$ cat src/rtl/psc_pkg.sv
package psc_pkg;

    typedef enum logic [2:0] {
        ST_OFF     = 3'd0,
        ST_IDLE    = 3'd1,
        ST_READ    = 3'd2,
        ST_WRITE   = 3'd3,
        ST_RECOVER = 3'd4
    } psc_state_t;

    // Position of each strobe in the edge-detected vector
    localparam int unsigned STB_CE = 0;
    localparam int unsigned STB_WE = 1;

    // Cycle index (counted from 0) that is suppressed on a weak battery
    localparam int unsigned INHIBIT_IDX = 1;

endpackage

$ cat src/rtl/psc_sync2.sv
module psc_sync2 #(
    parameter int unsigned W = 1,
    parameter logic [W-1:0] RST_VAL = '1
) (
    input  logic         clk,
    input  logic         rst_n,
    input  logic [W-1:0] d,
    output logic [W-1:0] q
);

    logic [W-1:0] meta_q;

    always_ff @(posedge clk or negedge rst_n) begin
        if (!rst_n) begin
            meta_q <= RST_VAL;
            q      <= RST_VAL;
        end else begin
            meta_q <= d;
            q      <= meta_q;
        end
    end

endmodule

$ cat src/rtl/psc_strobe_edge.sv
module psc_strobe_edge #(
    parameter int unsigned W = 2
) (
    input  logic         clk,
    input  logic         rst_n,
    input  logic [W-1:0] d,
    output logic [W-1:0] lvl,
    output logic [W-1:0] rise
);

    psc_sync2 #(.W(W), .RST_VAL({W{1'b1}})) u_sync (
        .clk   (clk),
        .rst_n (rst_n),
        .d     (d),
        .q     (lvl)
    );

    for (genvar i = 0; i < W; i++) begin : g_edge
        logic prev_q;
        always_ff @(posedge clk or negedge rst_n) begin
            if (!rst_n) prev_q <= 1'b1;
            else        prev_q <= lvl[i];
        end
        assign rise[i] = lvl[i] & ~prev_q;
    end

endmodule

$ cat src/rtl/psc_cycle_inhibit.sv
module psc_cycle_inhibit (
    input  logic clk,
    input  logic rst_n,
    input  logic pwr_rise,
    input  logic batt_low,
    input  logic cyc_start,
    output logic inhibit
);

    import psc_pkg::*;

    logic       armed_q;
    logic [1:0] cnt_q;

    always_ff @(posedge clk or negedge rst_n) begin
        if (!rst_n) begin
            armed_q <= 1'b0;
            cnt_q   <= '0;
            inhibit <= 1'b0;
        end else if (pwr_rise) begin
            armed_q <= batt_low;
            cnt_q   <= '0;
            inhibit <= 1'b0;
        end else if (cyc_start) begin
            inhibit <= armed_q && (cnt_q == 2'(INHIBIT_IDX));
            if (cnt_q != 2'(INHIBIT_IDX + 1))
                cnt_q <= cnt_q + 2'd1;
        end
    end

endmodule

$ cat src/rtl/pg_sram_ctl.sv
module pg_sram_ctl #(
    parameter int unsigned AW  = 15,
    parameter int unsigned DW  = 8,
    parameter int unsigned TWR = 4
) (
    input  logic          clk,
    input  logic          rst_n,
    input  logic          ce_n,
    input  logic          we_n,
    input  logic          oe_n,
    input  logic [AW-1:0] addr,
    input  logic [DW-1:0] din,
    input  logic          pwr_good,
    input  logic          batt_a_low,
    input  logic          batt_b_low,
    input  logic [DW-1:0] mem_rdata,
    output logic          bus_oe,
    output logic [DW-1:0] bus_dout,
    output logic          mem_we,
    output logic [AW-1:0] mem_addr,
    output logic [DW-1:0] mem_wdata
);

    import psc_pkg::*;

    localparam int unsigned RCW     = (TWR > 1) ? $clog2(TWR) : 1;
    localparam logic [RCW-1:0] RC_LAST = RCW'(TWR - 1);

    psc_state_t     state, nxt;
    logic [RCW-1:0] rc_q, rc_nxt;

    logic [1:0] cw_lvl, cw_rise;
    logic       ce_s, we_s, oe_s;
    logic       pwr_q, pwr_rise, batt_low;
    logic       cyc_start, inh, commit, close_win;
    logic [AW-1:0] waddr_q;

    // Strobe synchronisation
    psc_strobe_edge #(.W(2)) u_cw (
        .clk   (clk),
        .rst_n (rst_n),
        .d     ({we_n, ce_n}),
        .lvl   (cw_lvl),
        .rise  (cw_rise)
    );

    psc_sync2 #(.W(1), .RST_VAL(1'b1)) u_oe (
        .clk   (clk),
        .rst_n (rst_n),
        .d     (oe_n),
        .q     (oe_s)
    );

    assign ce_s      = cw_lvl[STB_CE];
    assign we_s      = cw_lvl[STB_WE];
    assign close_win = cw_rise[STB_CE] | cw_rise[STB_WE];

    // Supply edge and battery condition
    always_ff @(posedge clk or negedge rst_n) begin
        if (!rst_n) pwr_q <= 1'b0;
        else        pwr_q <= pwr_good;
    end

    assign pwr_rise  = pwr_good & ~pwr_q;
    assign batt_low  = batt_a_low & batt_b_low;
    assign cyc_start = (state == ST_IDLE) & pwr_good & ~ce_s;

    psc_cycle_inhibit u_inh (
        .clk       (clk),
        .rst_n     (rst_n),
        .pwr_rise  (pwr_rise),
        .batt_low  (batt_low),
        .cyc_start (cyc_start),
        .inhibit   (inh)
    );

    // State register
    always_ff @(posedge clk or negedge rst_n) begin
        if (!rst_n) begin
            state <= ST_OFF;
            rc_q  <= '0;
        end else begin
            state <= nxt;
            rc_q  <= rc_nxt;
        end
    end

    // Next-state logic
    always_comb begin
        nxt    = state;
        rc_nxt = '0;
        if (!pwr_good) begin
            nxt = ST_OFF;
        end else begin
            unique case (state)
                ST_OFF: begin
                    nxt = ST_IDLE;
                end
                ST_IDLE: begin
                    if (!ce_s) nxt = we_s ? ST_READ : ST_WRITE;
                end
                ST_READ: begin
                    if (ce_s)       nxt = ST_IDLE;
                    else if (!we_s) nxt = ST_WRITE;
                end
                ST_WRITE: begin
                    if (close_win) nxt = ST_RECOVER;
                end
                ST_RECOVER: begin
                    if (!we_s) begin
                        rc_nxt = '0;
                    end else if (rc_q == RC_LAST) begin
                        nxt = ST_IDLE;
                    end else begin
                        rc_nxt = rc_q + 1'b1;
                    end
                end
                default: nxt = ST_OFF;
            endcase
        end
    end

    // Output logic
    always_comb begin
        commit = 1'b0;
        bus_oe = 1'b0;
        unique case (state)
            ST_READ:  bus_oe = pwr_good & ~ce_s & we_s & ~oe_s & ~inh;
            ST_WRITE: commit = pwr_good & close_win & ~inh;
            default: ;
        endcase
    end

    assign bus_dout = bus_oe ? mem_rdata : '0;

    // Write commit registers
    always_ff @(posedge clk or negedge rst_n) begin
        if (!rst_n) begin
            mem_we    <= 1'b0;
            waddr_q   <= '0;
            mem_wdata <= '0;
        end else begin
            mem_we <= commit;
            if (commit) begin
                waddr_q   <= addr;
                mem_wdata <= din;
            end
        end
    end

    assign mem_addr = mem_we ? waddr_q : addr;

endmodule

$ cat config.mk
export PLATFORM = sky130hd
export DESIGN_NAME = pg_sram_ctl
export DESIGN_NICKNAME = d
export VERILOG_FILES = /design/src/rtl/psc_pkg.sv /design/src/rtl/psc_sync2.sv /design/src/rtl/psc_strobe_edge.sv /design/src/rtl/psc_cycle_inhibit.sv /design/src/rtl/pg_sram_ctl.sv
export SDC_FILE = /design/constraint.sdc
export NUM_CORES = 1
export LEC_CHECK = 0
export BUFFER_PORTS_ARGS = -buffer_cell sky130_fd_sc_hd__buf_2
export CAP_MARGIN = 20
export CORE_ASPECT_RATIO = 0.75
export CORE_MARGIN = 5
export CORE_UTILIZATION = 44
export DETAILED_ROUTE_END_ITERATION = 8
export GPL_TIMING_DRIVEN = 0
export PLACE_DENSITY = 0.78
export SLEW_MARGIN = 20
export SYNTH_ARGS = -nofsm -noshare
export SYNTH_HDL_FRONTEND = slang
export SYNTH_HIERARCHICAL = 1
export SYNTH_SLANG_ARGS = --single-unit
$ cat constraint.sdc
create_clock -name clk -period 1.6 [get_ports clk]
set_input_delay 0 -clock clk [delete_from_list [all_inputs] [get_ports clk]]
set_output_delay 0 -clock clk [all_outputs]
set_load 0.1 [all_outputs]
==> metrics.yaml <==
vias_per_cell: 4.94
initial_core_util: 0.446
yosys-top-cells-count: "38 x mux2_2, 34 x dfrtp_1, 9 x and2_1"
post-place-ws_ns: -0.472
rsz0062_at_grt: "yes"
rows: 21
power.total_mw: 3.74
place_area_um2: 2530
netlist_area_um2: 1950
drc: 0
grt_antenna_before_repair: 0
status: "complete, but fails checks"
synthToLayoutAreaGrowth_pct: 68.0
clk_pin_slew_ns: 0.08
ant_nets: 0
drt-initial-drc-count: 42
dr.pass1.iters: 4
fmax_mhz: 551
violations: "negative setup slack"
seq_area_frac_synth: 0.545
clock-sinks: 42
port_buffers: 71
chipWidth_um: 86.8
ctsHtreeMaxLevel: 2
cts_buffer_depth: 2
cts_buffers: 5
period_needed_ns: 1.81
place.detailed.hpwl_mm: 2.94
hold_ws_ns: 0.0341
cts_tree: "built"
ys_ff_latch: 42
netlist_instances: 137
yosysTopAreaCell: "dfrtp_1"
relSlewSlack: 0.401
r2r-start: "u_cw/u_sync/q[1]"
crit_type: "reg2reg"
fin_area_um2: 3270
ys_types: 34
period_share: 1.13
die_y_um: 67.6
stdcell_count: 313
antenna_cells: 0
grt_pass1_vias: 1665
fin_skew_ns: 0.00760
crit_path_cell_trace: "nor2b_4 > nor2_4 > nor4_4 > buf_6 > clkbuf_16 > mux2_4"
final_util: 0.750
power-per-cell-area_nw_per_um2: 1140
clk_latency_ns: 0.30
synth_top_area_frac: 0.437
worstMarginPinSlew_ns: 0.898
grt_pass1_wl_mm: 8.11
gp_routability_congestion: 0.705
hold_class: "in2reg"
ys_warn_count: 6
wl_mm: 5.24
worstReg2RegEnd: "waddr_q[1]"
wl_per_cell_um: 16.7
cp_slowest_stage_delay_ns: 0.58
vias: 1546
leakage_nw: 1.54
async_reset_ff_frac: 1.00
fin_tns_setup_ns: -6.12
maxCapViolations: 0
avgSynthCellArea_um2: 14.2
holdPathStages: 3
drive_gt1_frac: 0.652
holdPathEnd: "u_inh/armed_q"
crit_path_top_delay_cell: "dfstp_2"
track_usage: 0.179
ctsRootBufferMaster: "clkbuf_8"
critPathArrivalTime_ns: 2.00
worstSetupEndpointType: "flip-flop"
grt_overflow: 0
synth_nets: 179
crit_path_start: "u_cw/u_sync/q[1]"
required_ns: 1.78
reg2regPathDepth: 6
setup_viol: 34
dpl.cell_count: 265
final_nets: 297
path_buf_inv: 2
coreArea_um2: 4360
grt_max_degree: 43
cp_top_family: "flip-flops"
yosysMostFrequentCell: "mux2_2"
ios: 72
path_max_fanout: 5
synth.area.top_cells: "dfrtp_1 44%, mux2_2 22%, dfstp_2 11%"
peakVddDrop_mv: 0.869
hp-start: "batt_b_low"
hold_viol: 0
fin_ws_ns: -0.214
slew_viol_final: 0
die-area_um2: 5870
synth_ff_type: "dfrtp_1"
r2r_setup_slack_ns: -0.21
start_kind: "flip-flop"
synth_edf_count: 0
cells in the final DEF (no fill, tap or decap), types with 2 or more instances in the layout:
cell,count
a21oi_1,2
and2_4,8
and3b_1,2
buf_12,9
buf_2,53
buf_4,10
buf_6,12
buf_8,2
clkbuf_8,6
dfrtp_1,32
dfstp_2,8
dlygate4sd3_1,28
ha_1,3
inv_1,3
mux2_2,8
mux2_4,33
nor2_1,2
nor2b_4,2
nor4_4,2
o31ai_1,2
kinds of logic after synthesis:
family	after synthesis	share of synthesized area
simple gates	34	0.141
buf+inv	8	0.0238
fa+ha+maj	3	0.0193
compound gates	9	0.0334
flops	42	0.545
mux	41	0.237
area by class of cell:
| cell class | instances | area, um2 |
|---|---|---|
| Buffer | 3 | 48.8 |
| Multi-Input combinational cell | 87 | 1000 |
| Clock inverter | 3 | 43.8 |
| Tap cell | 57 | 71.3 |
| Inverter | 3 | 11.3 |
| Clock buffer | 5 | 68.8 |
| Timing Repair Buffer | 113 | 956 |
| Sequential cell | 42 | 1070 |
| Fill cell | 278 | 1090 |
sequential cells by signal, indices dropped and copies added, names as in the netlist:
| signal | cells |
|---|---|
| waddr_q | 15 |
| mem_wdata | 8 |
| state | 3 |
| rc_q | 2 |
| u_cw/g_edge.prev_q | 2 |
| u_cw/u_sync/meta_q | 2 |
| u_cw/u_sync/q | 2 |
| u_inh/cnt_q | 2 |
| mem_we | 1 |
| pwr_q | 1 |
| u_inh/armed_q | 1 |
| u_inh/inhibit | 1 |
| u_oe/meta_q | 1 |
| u_oe/q | 1 |
worst max-delay path by stage:
| stage | to | slack [ns] | cells past startpoint |
|---|---|---|---|
| floorplan | bus_dout[0] | -1.10 | 4 |
| global placement | mem_wdata[0] | -0.46 | 5 |
| detailed placement | mem_wdata[0] | -0.47 | 5 |
| CTS | bus_dout[5] | -0.19 | 6 |
| global route | waddr_q[2] | -0.27 | 6 |
| finish | waddr_q[1] | -0.21 | 6 |
repair_timing:
item | in CTS | in global routing
pin swaps | 3 | 1
endpoints found under the setup margin | 50 | 44
gates cloned | 2 | 1
hold buffers | 28 | 0
setup buffers | 10 | 1
hold endpoints to repair | 61 | 0
resized for setup | 57 | 19
report_power, final:
part | switching (mW) | internal, mW | total (mW) | leakage, nW
Combinational | 0.921 | 0.517 | 1.44 | 0.967
Clock | 0.381 | 0.468 | 0.848 | 0.0585
Sequential | 0.151 | 1.30 | 1.45 | 0.512
Total | 1.45 | 2.28 | 3.74 | 1.54
routing by layer:
| metal | part of all wire | vias to the layer above | GRT usage |
|---|---|---|---|
| met5 | 0 | - | 0 |
| met4 | 0.017 | 0 | 0.0720 |
| met3 | 0.056 | 9 | 0.0305 |
| met2 | 0.51 | 56 | 0.305 |
| met1 | 0.42 | 759 | 0.229 |
| li1 | - | 722 | - |
worst min-delay path, stage by stage:
cell and delay [ns]:
buf_2 0.07, and2_1 0.10, mux2_2 0.13
No activity file was read; power rests on OpenSTA's default activity.
